[src/rtl/refill_pkg.sv]
package refill_pkg;

    typedef enum logic [2:0] {
        ST_IDLE,
        ST_F_REQ,
        ST_F_CAP,
        ST_CHECK,
        ST_E_REQ,
        ST_E_CAP,
        ST_NEXT
    } walk_st_e;

    // register word offsets
    localparam logic [2:0] RA_HEAD    = 3'd0;
    localparam logic [2:0] RA_STAT    = 3'd1;
    localparam logic [2:0] RA_ISTAT   = 3'd2;
    localparam logic [2:0] RA_IEN_SET = 3'd3;
    localparam logic [2:0] RA_IEN_CLR = 3'd4;
    localparam logic [2:0] RA_IEN     = 3'd5;
    localparam logic [2:0] RA_INFO    = 3'd6;
    localparam logic [2:0] RA_GEOM    = 3'd7;

    // interrupt status bit positions
    localparam int IRQ_DESC  = 0;
    localparam int IRQ_LAST  = 1;
    localparam int IRQ_BOUND = 2;
    localparam int IRQ_ALIGN = 3;

    localparam int DESC_WORDS = 5;

endpackage

[src/rtl/refill_walker.sv]
module refill_walker
    import refill_pkg::*;
#(
    parameter int W_UNITS = 8,
    parameter int H_UNITS = 4,
    parameter int LUT_W   = 4,
    localparam int TBL_W  = W_UNITS * 32,
    localparam int TBL_H  = H_UNITS * 32,
    localparam int X_W    = $clog2(TBL_W),
    localparam int Y_W    = $clog2(TBL_H)
) (
    input  logic             clk,
    input  logic             rst_n,
    input  logic             head_wr,
    input  logic [31:0]      head_addr,
    output logic             rd_en,
    output logic [31:0]      rd_addr,
    input  logic [31:0]      rd_data,
    output logic             tbl_we,
    output logic [X_W-1:0]   tbl_x,
    output logic [Y_W-1:0]   tbl_y,
    output logic [LUT_W-1:0] tbl_lut,
    output logic [31:0]      tbl_data,
    output logic [3:0]       stat,
    output logic [3:0]       ev
);

    typedef struct packed {
        walk_st_e         st;
        logic [31:0]      base;
        logic [2:0]       widx;
        logic [15:0]      x0, y0, x1, y1;
        logic             go;
        logic [LUT_W-1:0] lut;
        logic [31:0]      dptr;
        logic [31:0]      nxt;
        logic [15:0]      cx, cy;
        logic             valid, done, err;
    } wk_t;

    wk_t q, d;
    logic bad_rect;

    assign bad_rect = (q.x1 < q.x0) || (q.y1 < q.y0) ||
                      (32'(q.x1) >= TBL_W) || (32'(q.y1) >= TBL_H);

    always_comb begin
        d       = q;
        ev      = '0;
        rd_en   = 1'b0;
        rd_addr = '0;
        tbl_we  = 1'b0;
        unique case (q.st)
            ST_IDLE: ;
            ST_F_REQ: begin
                rd_en   = 1'b1;
                rd_addr = q.base + {27'b0, q.widx, 2'b00};
                d.st    = ST_F_CAP;
            end
            ST_F_CAP: begin
                case (q.widx)
                    3'd0: {d.y0, d.x0} = rd_data;
                    3'd1: {d.y1, d.x1} = rd_data;
                    3'd2: begin
                        d.go  = rd_data[0];
                        d.lut = rd_data[8 +: LUT_W];
                    end
                    3'd3: d.dptr = rd_data;
                    default: d.nxt = rd_data;
                endcase
                if (q.widx == 3'(DESC_WORDS - 1)) begin
                    d.st = ST_CHECK;
                end else begin
                    d.widx = q.widx + 3'd1;
                    d.st   = ST_F_REQ;
                end
            end
            ST_CHECK: begin
                if (!q.go) begin
                    d.st = ST_NEXT;
                end else if (bad_rect) begin
                    d.st = ST_IDLE;
                    d.err = 1'b1;
                    ev[IRQ_BOUND] = 1'b1;
                end else if (q.dptr[3:0] != 4'd0) begin
                    d.st = ST_IDLE;
                    d.err = 1'b1;
                    ev[IRQ_ALIGN] = 1'b1;
                end else begin
                    d.cx = q.x0;
                    d.cy = q.y0;
                    d.st = ST_E_REQ;
                end
            end
            ST_E_REQ: begin
                rd_en   = 1'b1;
                rd_addr = q.dptr;
                d.st    = ST_E_CAP;
            end
            ST_E_CAP: begin
                tbl_we = 1'b1;
                d.dptr = q.dptr + 32'd4;
                d.st   = ST_E_REQ;
                if (q.cx == q.x1) begin
                    d.cx = q.x0;
                    d.cy = q.cy + 16'd1;
                    if (q.cy == q.y1) d.st = ST_NEXT;
                end else begin
                    d.cx = q.cx + 16'd1;
                end
            end
            ST_NEXT: begin
                ev[IRQ_DESC] = 1'b1;
                if (q.nxt == 32'd0) begin
                    d.st = ST_IDLE;
                    d.valid = 1'b1;
                    d.done = 1'b1;
                    ev[IRQ_LAST] = 1'b1;
                end else if (q.nxt[3:0] != 4'd0) begin
                    d.st = ST_IDLE;
                    d.err = 1'b1;
                    ev[IRQ_ALIGN] = 1'b1;
                end else begin
                    d.base = q.nxt;
                    d.widx = 3'd0;
                    d.st   = ST_F_REQ;
                end
            end
            default: d.st = ST_IDLE;
        endcase

        // head register write overrides the walk
        if (head_wr) begin
            if (head_addr == 32'd0) begin
                d.st = ST_IDLE;
                d.valid = 1'b0;
                d.done = 1'b0;
                d.err = 1'b0;
            end else if (q.st == ST_IDLE) begin
                d.valid = 1'b0;
                d.done = 1'b0;
                if (head_addr[3:0] != 4'd0) begin
                    d.err = 1'b1;
                    ev[IRQ_ALIGN] = 1'b1;
                end else begin
                    d.err  = 1'b0;
                    d.base = head_addr;
                    d.widx = 3'd0;
                    d.st   = ST_F_REQ;
                end
            end
        end
    end

    always_ff @(posedge clk or negedge rst_n) begin
        if (!rst_n) begin
            q    <= '0;
            q.st <= ST_IDLE;
        end else begin
            q <= d;
        end
    end

    assign tbl_x    = q.cx[X_W-1:0];
    assign tbl_y    = q.cy[Y_W-1:0];
    assign tbl_lut  = q.lut;
    assign tbl_data = rd_data;
    assign stat     = {q.err, q.done, q.valid, q.st == ST_IDLE};

    assert_tbl_in_range_R6: assert property (@(posedge clk) disable iff (!rst_n)
        tbl_we |-> (q.cx <= q.x1) && (q.cy <= q.y1) && (32'(q.cy) < TBL_H) && (32'(q.cx) < TBL_W));

    assert_rd_aligned_R12: assert property (@(posedge clk) disable iff (!rst_n)
        rd_en |-> (rd_addr[1:0] == 2'b00));

    assert_rd_spaced_R12: assert property (@(posedge clk) disable iff (!rst_n)
        rd_en |=> !rd_en);

    assert_cancel_stops_R9: assert property (@(posedge clk) disable iff (!rst_n)
        (head_wr && head_addr == 32'd0) |=> (stat[0] && !rd_en && !tbl_we));

    assert_busy_ignore_R8: assert property (@(posedge clk) disable iff (!rst_n)
        (head_wr && head_addr != 32'd0 && q.st != ST_IDLE && q.st != ST_NEXT)
        |=> $stable(q.base));

    assert_err_excl_R5: assert property (@(posedge clk) disable iff (!rst_n)
        stat[3] |-> !stat[2] && !stat[1]);

endmodule

[src/rtl/refill_regs.sv]
module refill_regs
    import refill_pkg::*;
#(
    parameter int ENGINES = 1,
    parameter int LUTS    = 1,
    parameter int W_UNITS = 8,
    parameter int H_UNITS = 4
) (
    input  logic        clk,
    input  logic        rst_n,
    input  logic        reg_we,
    input  logic [2:0]  reg_addr,
    input  logic [31:0] reg_wdata,
    output logic [31:0] reg_rdata,
    output logic        irq,
    output logic        head_wr,
    output logic [31:0] head_addr,
    input  logic [3:0]  stat,
    input  logic [3:0]  ev
);

    typedef struct packed {
        logic [7:0] istat;
        logic [7:0] ien;
    } rg_t;

    rg_t q, d;

    always_comb begin
        d = q;
        if (reg_we && reg_addr == RA_ISTAT)   d.istat = q.istat & ~reg_wdata[7:0];
        if (reg_we && reg_addr == RA_IEN_SET) d.ien   = q.ien | reg_wdata[7:0];
        if (reg_we && reg_addr == RA_IEN_CLR) d.ien   = q.ien & ~reg_wdata[7:0];
        d.istat = d.istat | {4'b0, ev};
    end

    always_ff @(posedge clk or negedge rst_n) begin
        if (!rst_n) q <= '0;
        else        q <= d;
    end

    always_comb begin
        unique case (reg_addr)
            RA_STAT:  reg_rdata = {28'b0, stat};
            RA_ISTAT: reg_rdata = {24'b0, q.istat};
            RA_IEN:   reg_rdata = {24'b0, q.ien};
            RA_INFO:  reg_rdata = {3'b0, 5'(ENGINES), 3'b0, 5'(LUTS), 16'b0};
            RA_GEOM:  reg_rdata = {4'b0, 4'(H_UNITS), 4'b0, 4'(W_UNITS), 16'b0};
            default:  reg_rdata = 32'b0;
        endcase
    end

    assign irq       = |(q.istat & q.ien);
    assign head_wr   = reg_we && (reg_addr == RA_HEAD);
    assign head_addr = reg_wdata;

    assert_last_flag_R5: assert property (@(posedge clk) disable iff (!rst_n)
        ev[IRQ_LAST] |=> q.istat[IRQ_LAST]);

    assert_ack_clears_R10: assert property (@(posedge clk) disable iff (!rst_n)
        (reg_we && reg_addr == RA_ISTAT && ev == 4'b0)
        |=> ((q.istat & $past(reg_wdata[7:0])) == 8'b0));

endmodule

[src/rtl/refill_engine.sv]
module refill_engine #(
    parameter int ENGINES = 1,
    parameter int LUTS    = 1,
    parameter int W_UNITS = 8,
    parameter int H_UNITS = 4,
    parameter int LUT_W   = 4
) (
    input  logic                              clk,
    input  logic                              rst_n,
    input  logic                              reg_we,
    input  logic [2:0]                        reg_addr,
    input  logic [31:0]                       reg_wdata,
    output logic [31:0]                       reg_rdata,
    output logic                              irq,
    output logic                              mem_rd_en,
    output logic [31:0]                       mem_rd_addr,
    input  logic [31:0]                       mem_rd_data,
    output logic                              tbl_we,
    output logic [$clog2(W_UNITS*32)-1:0]     tbl_x,
    output logic [$clog2(H_UNITS*32)-1:0]     tbl_y,
    output logic [LUT_W-1:0]                  tbl_lut,
    output logic [31:0]                       tbl_data
);

    logic        head_wr;
    logic [31:0] head_addr;
    logic [3:0]  stat;
    logic [3:0]  ev;

    refill_regs #(
        .ENGINES (ENGINES),
        .LUTS    (LUTS),
        .W_UNITS (W_UNITS),
        .H_UNITS (H_UNITS)
    ) u_regs (
        .clk       (clk),
        .rst_n     (rst_n),
        .reg_we    (reg_we),
        .reg_addr  (reg_addr),
        .reg_wdata (reg_wdata),
        .reg_rdata (reg_rdata),
        .irq       (irq),
        .head_wr   (head_wr),
        .head_addr (head_addr),
        .stat      (stat),
        .ev        (ev)
    );

    refill_walker #(
        .W_UNITS (W_UNITS),
        .H_UNITS (H_UNITS),
        .LUT_W   (LUT_W)
    ) u_walk (
        .clk       (clk),
        .rst_n     (rst_n),
        .head_wr   (head_wr),
        .head_addr (head_addr),
        .rd_en     (mem_rd_en),
        .rd_addr   (mem_rd_addr),
        .rd_data   (mem_rd_data),
        .tbl_we    (tbl_we),
        .tbl_x     (tbl_x),
        .tbl_y     (tbl_y),
        .tbl_lut   (tbl_lut),
        .tbl_data  (tbl_data),
        .stat      (stat),
        .ev        (ev)
    );

endmodule

[config.mk]
export PLATFORM = sky130hd
export DESIGN_NAME = refill_engine
export DESIGN_NICKNAME = d
export VERILOG_FILES = /design/src/rtl/refill_pkg.sv /design/src/rtl/refill_walker.sv /design/src/rtl/refill_regs.sv /design/src/rtl/refill_engine.sv
export SDC_FILE = /design/constraint.sdc
export NUM_CORES = 1
export LEC_CHECK = 0
export BUFFER_PORTS_ARGS = -buffer_cell sky130_fd_sc_hd__buf_2
export CAP_MARGIN = 20
export CELL_PAD_IN_SITES_DETAIL_PLACEMENT = 0
export CELL_PAD_IN_SITES_GLOBAL_PLACEMENT = 1
export CORE_UTILIZATION = 35
export DETAILED_ROUTE_END_ITERATION = 10
export HOLD_SLACK_MARGIN = 0.03
export PLACE_DENSITY_LB_ADDON = 0.1
export SLEW_MARGIN = 20
export SYNTH_ARGS = -nofsm -noshare
export SYNTH_HDL_FRONTEND = slang
export SYNTH_HIERARCHICAL = 1
export SYNTH_SLANG_ARGS = --single-unit
[constraint.sdc]
create_clock -name clk -period 3.11 [get_ports clk]
set_input_delay 0.622 -clock clk [delete_from_list [all_inputs] [get_ports clk]]
set_output_delay 0.622 -clock clk [all_outputs]
set_load 0.005 [all_outputs]
Word-level counts from Yosys, hierarchy flattened:

Cells that the tools add are included.

* output and inout bits: 118
* flip-flop bits (word level): 222
* word-level logic and storage cells: 146
* input bits: 70

* reductions and logical operators: 28
* multiplexer cells: 60
* equality and inequality tests: 24
* magnitude comparators: 4
* $add $sub $neg: 5
* bitwise logic cells: 7

Operators by type and width (count)
* one-hot mux 32 bit (2 select lines): 3
* 2-to-1 mux 32 bit: 5
* one-hot mux 27 bit (5 select lines): 1
* 2-to-1 mux 38 bit: 3
* 2-to-1 mux 35 bit: 3
* zero test 32 bit: 2
* adder 16 x 1 -> 16 bit, second input constant: 2
* adder 32 x 3 -> 32 bit, second input constant: 1
* adder 32 x 5 -> 32 bit: 1
* == test 16 bit: 2
* < comparator 16 bit: 2
* 2-to-1 mux 16 bit: 2
* 2-to-1 mux 3 bit: 9
* AND 8 bit: 3
* == test 3 bit, second input constant: 8
* 2-to-1 mux 8 bit: 3
* one-hot mux 3 bit (7 select lines): 1
* 2-to-1 mux 1 bit: 20
* == test 3 x 2 -> 1 bit, second input constant: 6
* greater-or-equal comparator 16 x 8 -> 1 bit, second input constant: 1
* greater-or-equal comparator 16 x 9 -> 1 bit, second input constant: 1
* 2-to-1 mux 2 bit: 7
* nonzero test 4 bit: 3
* AND reduction 2 bit: 5
* 19 further kinds: 34

Depth between registers and ports, before layout:

Gate-level depths: netlist of run 1.

* word-level depth: 12
* gate-level depth with buffers: 11
* mapped depth without buffers: 9

By module:

Netlist of run 1, hierarchy kept.

By module, submodules not included
* refill_walker: area each 12206.7 sq um, cells each 1284, times used 1, sequential area each 5154.9 sq um
* refill_regs: area each 1353.8 sq um, cells each 145, times used 1, sequential area each 400.4 sq um

Worst setup path before layout of run 1:

Ideal clock, no wire load.

* kind: flip-flop to output port
* start: register u_walk/q[168] (netlist bit)
* end: output mem_rd_addr[28]
* arrival time: 2.015 ns
* path buffers: 0
* cell stages (with the launch flop): 10
* required time: 2.488 ns
* path slack: 0.473 ns
* path through: dfrtp_1 > ha_1 > fa_1 > a21oi_1 > nor4_1 > and2_1 > nand2_1 > nor2_1 > xnor2_1 > o21ai_0

* cells in the longest elaborated chain, start to end: 2

RTL lines
* start, declared: RTL line refill_walker.sv:41 `wk_t q, d;`
* adder 32 x 5 -> 32 bit: RTL line refill_walker.sv:57 `rd_addr = q.base + {27'b0, q.widx, 2'b00};`
* one-hot mux 32 bit (2 select lines): RTL line refill_walker.sv:53 `unique case (q.st)`
* end, declared: RTL line refill_engine.sv:16 `output logic [31:0] mem_rd_addr,`

No other way between the ends.

Worst setup path after layout of run 1:

* start: register u_walk/q[169] (netlist bit)
* end: output mem_rd_addr[15]

The elaborated chain is that of the path after synthesis.

==> run metrics, run 1 <==
syn_area_per_cell=9.49 sq um; fin nets=1638; crit path launch type=register; commonest non-fill, non-tap cell in the layout=dfrtp_1; root buf cell=clkbuf_16; die area=39500 sq um; core area=approximately 38000 sq um; FF/Latch Area=around 5600 sq um; Syn. warnings=6; GRT Total Usage=0.225; RR Startpoint=u_walk/q[169]; flops & latches, synth=222; Chip Width=199 microns; status=finished with violations; Critical Path Sink=mem_rd_addr[15]; failing checks=setup timing; Setup Skew=approximately 0.020 ns; fill count=just under 4k; Crit Path Class=reg -> out; most frequent cells in the layout=dfrtp_1 (219), buf_2 (166), nand2_1 (146); Rows=71; largest net degree at the start of global routing=66; max-cap violations=0; Min Hold Slack=0.0321 ns; Final Cycle Share=1.01; crit path max fanout=4; Critical Path Sink Type=output pin; PwrDens=893 nW/um^2; Layout area overhead=14.5%; depth of the CTS H-tree=1; worst slew pin tran=0.928 ns; largest family of logic cells by synthesized area=compound AO/OA/AOI/OAI gates; grt ovf=0; P_sw=roughly 5.3 mW; setup slack, reg-to-reg=0.32 ns; worst setup margin=-0.0360 ns; Cell Int Power=between 8 and 9 mW; crit path from=u_walk/q[169]; Slew Viols, Final=0; vias in the first global route=11.0k; initial antenna violation count=2; clock insertion delay at the later pin of the skew report=0.56 ns; Placed Area=14400 sq um; Initial DRC Count=669; num ports=approximately 190; FMAX=0.318 GHz; XOR/XNOR Fraction of Synth Area=0.0388; unrepaired setup endpoints after global routing=yes; final setup fails=5; first drt pass iteration count=5; slew margin rel.=0.379; CP Data Required Time=2.49 ns; Post-synth EDFFs=0; Reg-to-Reg End=u_walk/q[56]; share of layout cells above drive strength 1=0.265; CTS Buf Count=28; Synth Area in Compound Gates=0.153; WL final=approximately 44000 microns; initial core utilization=0.357; chip height=between 150 and 200 microns; Num Clock Sinks=222; routed len/inst=21.4 microns; post-DP HPWL=31700 microns; clock group share of total power=0.228; Fin. Hold Viols=0; Sw Ratio=0.384; mux cell area share after synthesis=0.109; count of antenna-violating nets left after detailed routing=0; Post-Synth Adder-Cell Area=0.0402; Worst Hold Class=in -> async; global-route wire length before repair=67400 microns; worst reg2reg path depth=9; hold bufs inserted after CTS=0; ys flop type=dfrtp_1; post-synthesis simple-gate area fraction=0.152; post-synthesis sequential area ratio=0.410; area of the multi-input gates=6900 sq um; Period minus WS final=3.15 ns; Leakage=6.96 nW; post-route DRC violation count=0; fin area=about 16000 sq um; Seq pwr share=0.401; CP arrival=2.52 ns; final RePlAce weighted congestion=0.831; Comb pwr share=0.371; CTS tree=done; Synth cell types=72; Synth Instances=1429; CTS clk-pin slew, worst paths=0.06 ns; async set or reset register ratio after synthesis=1.00; Vias=around 11k; cell area after synthesis=13600 sq um; Util after Layout=0.409; routed vias/inst=5.34; clk buf depth=3; port bufs=167; Fin Setup TNS=-0.0928 ns; worst-case vdd ir drop=457 uV
## cells in the mapped netlist, types with 9 or more instances
library cell,count,share of area
a21oi_1,59,0.022
buf_4,111,0.061
and3_1,16,0.0074
nand2_1,148,0.041
a211oi_1,10,0.0055
and2_1,14,0.0065
nor2_1,76,0.021
xnor2_1,31,0.020
nand3_1,28,0.010
a21o_1,11,0.0061
nor4_1,28,0.013
mux2_2,101,0.084
mux2i_1,32,0.024
o21ai_0,117,0.043
buf_2,9,0.0033
xor2_1,29,0.019
clkbuf_1,44,0.012
dfrtp_1,222,0.41
ha_1,42,0.039
inv_1,56,0.016
a31oi_1,21,0.0097
nand4_1,34,0.016
o22ai_1,14,0.0065
nor3_1,28,0.010
## metrics by stage
| step | total power [mW] | worst slack [ns] | cells |
|---|---|---|---|
| 3_5_place_dp | 10.5 | 0.217 | 1994 |
| 2_1_floorplan | 8.70 | 0.473 | 1448 |
| 6_report | 13.9 | -0.0360 | 2053 |
| 5_1_grt | 14.9 | -0.158 | 2052 |
| 3_3_place_gp | 10.4 | 0.234 | 1994 |
| 4_1_cts | 14.0 | -0.123 | 2050 |
## critical path, cell delays in order, from the launching register on
cell	delay, ns
dfrtp_2	0.41
ha_1	0.27
a21o_1	0.17
a21oi_2	0.20
nor4_4	0.05
buf_4	0.17
buf_4	0.14
buf_4	0.13
xnor2_1	0.12
o21ai_1	0.18
buf_2	0.14
## per-layer routing
layer,vias to the layer above,share of wire,routed length [microns],global-route usage
met3,45,0.040,1770,0.0349
li1,5201,-,-,-
met5,-,0.00023,10,0
met2,242,0.47,20800,0.369
met1,5483,0.47,20600,0.311
met4,2,0.019,814,0.0504
## repair_timing
item / in CTS / in global routing
setup buffers: 11 / 2
endpoints found under the setup margin: 25 / 25
pin swaps: 15 / 8
hold endpoints to repair: 0 / 0
resized for setup: 26 / 6
## registers in the layout, indices dropped and copies added (netlist names), named ones only
name,cells
u_walk/tbl_x,8
u_walk/q,184
u_walk/tbl_lut,4
u_regs/q,8
u_walk/tbl_y,7
u_walk/stat,3
## power groups by stage
stage / registers, mW / clock network [mW] / logic [mW]
floorplan: 4.96 / 0 / 3.73
CTS: 5.56 / 3.26 / 5.14
detailed placement: 5.60 / 0 / 4.88
global route: 5.74 / 3.37 / 5.78
global placement: 5.58 / 0 / 4.84
finish: 5.56 / 3.16 / 5.14
## cell families after synthesis
logic type,Yosys count
AO/OA/AOI/OAI,323
flip-flops,222
AND/OR/NAND/NOR,415
XOR/XNOR,60
multiplexers,134
adder cells (fa/ha/maj),43
buffers and inverters,231
other,1
## final cells by class
cell class	instances	area share
well taps	511	0.0412
diodes	1	0.000161
clock buffers	45	0.0564
flip-flops and latches	222	0.358
multi-input cells	995	0.445
inverters	56	0.0135
repair buffers	222	0.0854
clock inverters	1	0.000322
## worst min path at each step
stage                        from                    endpoint  slack, ns  cells past startpoint
CTS                         rst_n             u_walk/tbl_x[3]       0.03                      1
global placement    u_walk/q[173]               u_walk/q[173]       0.47                      1
floorplan                   rst_n  asynchronous set/reset pin       0.33                      0
detailed placement  u_walk/q[171]               u_walk/q[171]       0.48                      1
global route                rst_n             u_walk/tbl_x[3]       0.05                      1
finish                      rst_n             u_walk/tbl_x[3]       0.03                      1
Power figures use the tool's default switching activity.
==> run 2: changes to the inputs <==
--- a/config.mk
+++ b/config.mk
@@ -10,7 +10,9 @@
 export CELL_PAD_IN_SITES_DETAIL_PLACEMENT = 0
 export CELL_PAD_IN_SITES_GLOBAL_PLACEMENT = 1
 export CORE_UTILIZATION = 35
+export CTS_CLUSTER_SIZE = 40
 export DETAILED_ROUTE_END_ITERATION = 10
+export GPL_TIMING_DRIVEN = 0
 export HOLD_SLACK_MARGIN = 0.03
 export PLACE_DENSITY_LB_ADDON = 0.1
 export SLEW_MARGIN = 20
==> constraint.sdc (replaced) <==
create_clock -name clk -period 3.11 [get_ports clk]
set_input_delay 0.311 -clock clk [delete_from_list [all_inputs] [get_ports clk]]
set_output_delay 0.311 -clock clk [all_outputs]
set_load 0.005 [all_outputs]
==> run 2 against run 1 <==
  * The run now ends clean
  * Die area did not move
  * Sequential share of layout area fell by 2.5 points
  * Setup slack improved by 0.10 ns
  * Clock power rose by 15%
  * Critical path type unchanged
  * Largest power group unchanged
  * Highest routed layer is now met4
==> run metrics, run 2 (same netlist as run 1, synthesis figures left out) <==
setup slack, reg-to-reg=0.13 ns; Reg-to-Reg End=u_walk/q[173]; routed len/inst=approximately 21 microns; CTS tree=done; Leakage=7.55 nW; DP Cell Count=2105; hold_sp=mem_rd_data[21]; WHS Path Cells=2; initial core utilization=0.357; FMAX=0.329 GHz; first drt pass iteration count=6; largest register by flop count=u_walk/q; RR Startpoint=u_walk/q[35]; Critical Path Sink Type=output pin; Chip Width=199 microns; vias in the first global route=between 10k and 15k; worst reg2reg path depth=8; fill count=3863; crit path max fanout=5; final RePlAce weighted congestion=0.851; Period minus WS final=3.04 ns; commonest non-fill, non-tap cell in the layout=dfrtp_1; Layout area overhead=23.1%; Util after Layout=0.440; largest net degree at the start of global routing=92; CP arrival=2.73 ns; routed vias/inst=roughly 5.4; die area=39500 sq um; post-route DRC violation count=0; Vias=between 10k and 15k; most frequent cells in the layout=dfrtp_1 (219), buf_2 (150), nand2_1 (147); Rows=71; grt ovf=0; max reg flops=184; CP Data Required Time=2.80 ns; Setup Skew=0.0258 ns; port bufs=142; Worst Hold Class=in -> reg; PwrDens=about 900 nW/um^2; Post-Layout Cell Count=2199; slew margin rel.=0.367; count of antenna-violating nets left after detailed routing=0; post-DP HPWL=34800 microns; WL final=47000 microns; fin nets=1779; Initial DRC Count=649; status=finished, final reports clean; crit path from=u_walk/q[168]; chip height=about 200 microns; final setup fails=0; Hold Path Sink=u_walk/q[109]; CTS clk-pin slew, worst paths=~0.060 ns; max-cap violations=0; depth of the CTS H-tree=1; worst-case vdd ir drop=approximately 420 uV; share of layout cells above drive strength 1=0.284; GRT Total Usage=0.240; Ant. Diodes=0; clk buf depth=3; Num Clock Sinks=around 220; crit path launch type=register; Min Hold Slack=0.0747 ns; Fin. Hold Viols=0; global-route wire length before repair=71400 microns; Crit Path Class=reg -> out; unrepaired setup endpoints after global routing=yes; num ports=188; CTS Buf Count=28; core area=37900 sq um; clock insertion delay at the later pin of the skew report=0.57 ns; Slew Viols, Final=0; worst slew pin tran=0.941 ns; Final Cycle Share=0.979; root buf cell=clkbuf_16; initial antenna violation count=0
==> run 2: changes by cell type in the layout (fill, tap and decap cells not counted), moves of 7 or more <==
cell	previous run	this run
buf_4	49	121
clkbuf_1	7	45
dlygate4sd3_1	0	33
buf_2	166	150
buf_1	0	7
==> run 2: worst max path at each step <==
stage	slack, ns	to	cells past startpoint
after floorplan	0.71	u_walk/tbl_x[1]	9
after global placement	-2.50	u_walk/q[198]	1
after detailed placement	-0.11	u_walk/q[201]	10
after CTS	0.003	mem_rd_addr[31]	10
after global routing	-0.03	mem_rd_addr[26]	10
final	0.07	mem_rd_addr[26]	10
==> run 2: power by group <==
group	total (mW)	internal [mW]	leakage, nW	switching [mW]
Clock	3.62	2.26	0.497	1.36
Sequential	5.57	4.07	2.62	1.50
Combinational	5.42	2.69	4.43	2.73
==> run 2: critical path, cell delays in order (launching register included) <==
cell,delay (ns)
dfrtp_2,0.44
ha_4,0.18
fa_2,0.42
a21oi_4,0.21
nor4_4,0.09
and2_4,0.19
nand2_2,0.11
nor2_2,0.06
xnor2_1,0.20
o22ai_2,0.13
buf_2,0.15
==> run 2: cell type report <==
class	count	area (sq um)	area share
buffer	175	1120	0.0671
timing repair buffer	188	1190	0.0713
clock inverter	12	194	0.0116
inverter	56	210	0.0126
sequential	222	5560	0.333
clock buffer	40	827	0.0495
multi-input combinational	995	6960	0.417
tap	511	639	0.0383
==> run 2: timing repair <==
item | CTS | global route
setup buffers | 2 | 7
gates resized for setup | 22 | 29
setup endpoints to repair | 44 | 56
hold endpoints to repair | 105 | 0
hold buffers | 33 | 0
pin swaps | 5 | 8
==> run 2: layer usage <==
metal / track usage / share of wire
met5: 0 / 0
met4: 0.0501 / 0.019
met3: 0.0300 / 0.041
met2: 0.385 / 0.47
met1: 0.343 / 0.47
==> run 2: metrics by stage <==
stage	total power, mW	TNS [ns]	setup slack, ns	area (sq um)
final	14.6	0	0.0662	16700
after global routing	15.6	-0.0789	-0.0346	16700
after CTS	14.6	0	0.00319	16600
after detailed placement	10.7	-0.936	-0.107	15100
after global placement	10.6	-589.66	-2.50	15000
after floorplan	8.70	0	0.706	13600
==> run 3: changes to the inputs <==
==> constraint.sdc (replaced) <==
create_clock -name clk -period 2.77 [get_ports clk]
set_input_delay 0.277 -clock clk [delete_from_list [all_inputs] [get_ports clk]]
set_output_delay 0.277 -clock clk [all_outputs]
set_load 0.005 [all_outputs]
==> run 3 against run 2 <==
  * The flow now finishes with violations (setup timing)
  * Clock-buffer cell count unchanged
  * Clock skew hardly changed
  * Clock power grew 12%
  * Via count is 0.53% higher
  * Utilization grew 0.91 points
  * Cell area increased by 2.1%
  * Setup slack worse by 0.18 ns
  * Global-route usage increased by 0.21 points
  * Non-clock buffer count up 16
  * Routed wire length increased by 0.80%
==> run metrics, run 3 (same netlist as run 1, synthesis figures left out) <==
status=finished with violations; failing checks=setup timing; max-cap violations=0; fin area=17000 sq um; most frequent cells in the layout=dfrtp_1 (219), buf_2 (149), nand2_1 (144); GRT Total Usage=0.242; unrepaired setup endpoints after global routing=yes; global-route wire length before repair=between 70000 and 80000 microns; Leakage=7.72 nW; Setup Skew=0.0259 ns; post-route DRC violation count=0; fin nets=1795; Vias=11.9k; clock insertion delay at the later pin of the skew report=~0.57 ns; Slew Viols, Final=0; routed len/inst=approximately 21 microns; routed vias/inst=5.37; worst slew pin tran=0.832 ns; Final Cycle Share=1.04; PwrDens=980 nW/um^2; Chip Width=between 150 and 200 microns; share of layout cells above drive strength 1=0.309; Layout area overhead=25.7%; num ports=188; largest register by flop count=u_walk/q; Crit Path Class=reg -> out; FMAX=0.346 GHz; Ant. Diodes=0; CTS clk-pin slew, worst paths=0.07 ns; commonest non-fill, non-tap cell in the layout=dfrtp_1; initial core utilization=0.357; largest net degree at the start of global routing=92; grt ovf=0; root buf cell=clkbuf_16; initial antenna violation count=0; depth of the CTS H-tree=1; Num Clock Sinks=222; max reg flops=184; Period minus WS final=2.89 ns; Worst Hold Class=in -> reg; crit path launch type=register; port bufs=around 140; die area=slightly below 40000 sq um; pre-CTS setup slack=-0.429 ns; Initial DRC Count=631; first drt pass iteration count=5; worst setup margin=-0.117 ns; Rows=71; final setup fails=11; worst-case vdd ir drop=471 uV; vias in the first global route=11.6k; CP arrival=2.61 ns; post-DP HPWL=between 30000 and 40000 microns; Fin Setup TNS=-0.579 ns; count of antenna-violating nets left after detailed routing=0; chip height=around 200 microns; slew margin rel.=0.440; core area=37900 sq um; WL final=47400 microns; Fin. Hold Viols=0; CTS Buf Count=28; CTS tree=done; Placed Area=15100 sq um; final RePlAce weighted congestion=approximately 0.85; fill count=3845; crit path max fanout=3; CP Data Required Time=2.49 ns; clk buf depth=3; Critical Path Sink Type=output pin
[run 3: cell count changes in the layout (fill, tap and decap cells not counted), sizes merged]
cell         change
buf             +15
dlygate4sd3      +3
clkbuf           -2
clkinvlp         +1
inv              -1
[run 3: final timing paths]
path                                 startpoint         endpoint  slack [ns]  depth (start not counted)
worst max-delay path              u_walk/q[169]  mem_rd_addr[22]       -0.12                          9
worst min-delay path            mem_rd_data[23]     u_walk/q[90]        0.06                          2
worst max register to register    u_walk/q[109]  u_walk/tbl_x[1]        0.11                          9
worst min register to register    u_walk/q[171]    u_walk/q[171]        0.49                          1
max in group asynchronous                 rst_n    u_walk/q[199]        1.63                          3
min in group asynchronous                 rst_n  u_walk/tbl_x[5]        0.28                          2
[run 3: area by class of cell]
class	count	area, sq um	share of cell area
sequential	222	5560	0.326
multi-input combinational	995	7120	0.418
clock inverter	12	194	0.0114
tap	511	639	0.0375
buffer	174	1140	0.0670
inverter	56	214	0.0126
timing repair buffer	205	1350	0.0789
clock buffer	40	827	0.0485
[run 3: per-stage QoR]
step,std cells,utilization,hold slack [ns],power (mW)
6_report,2215,0.449,0.0582,16.7
5_1_grt,2215,0.449,0.0510,17.9
4_1_cts,2204,0.443,0.0358,16.6
3_5_place_dp,2105,0.398,0.290,12.0
3_3_place_gp,2101,0.395,0.473,11.9
2_1_floorplan,1448,-,-0.0186,9.77
[run 3: critical path, cell delays in order, from the launching register on]
cell and delay (ns):
dfrtp_2 0.44, buf_6 0.13, fa_2 0.42, a21oi_4 0.24, nor4_4 0.07, and2_4 0.18, nand4_1 0.10, xor2_1 0.19
o21ai_1 0.14, buf_2 0.15
[run 3: timing repair]
action / 4_1_cts / 5_1_grt
gates resized for setup: 74 / 42
hold buffers: 36 / 0
setup endpoints to repair: 115 / 94
hold endpoints to repair: 116 / 0
buffers inserted: 13 / 12
pin swaps: 23 / 28
[run 3: per-layer routing]
layer | share of wire | GRT usage | routed length [microns] | up-vias
met2 | 0.46 | 0.382 | 21800 | 337
met4 | 0.026 | 0.0661 | 1240 | 0
met3 | 0.049 | 0.0400 | 2320 | 72
met5 | 0 | 0 | 0 | -
li1 | - | - | - | 5530
met1 | 0.47 | 0.340 | 22100 | 5951
[run 3: where the power goes]
part | internal [mW] | switching [mW] | total, mW
clock | 2.53 | 1.52 | 4.05
combinational | 3.18 | 3.22 | 6.40
sequential | 4.57 | 1.69 | 6.26
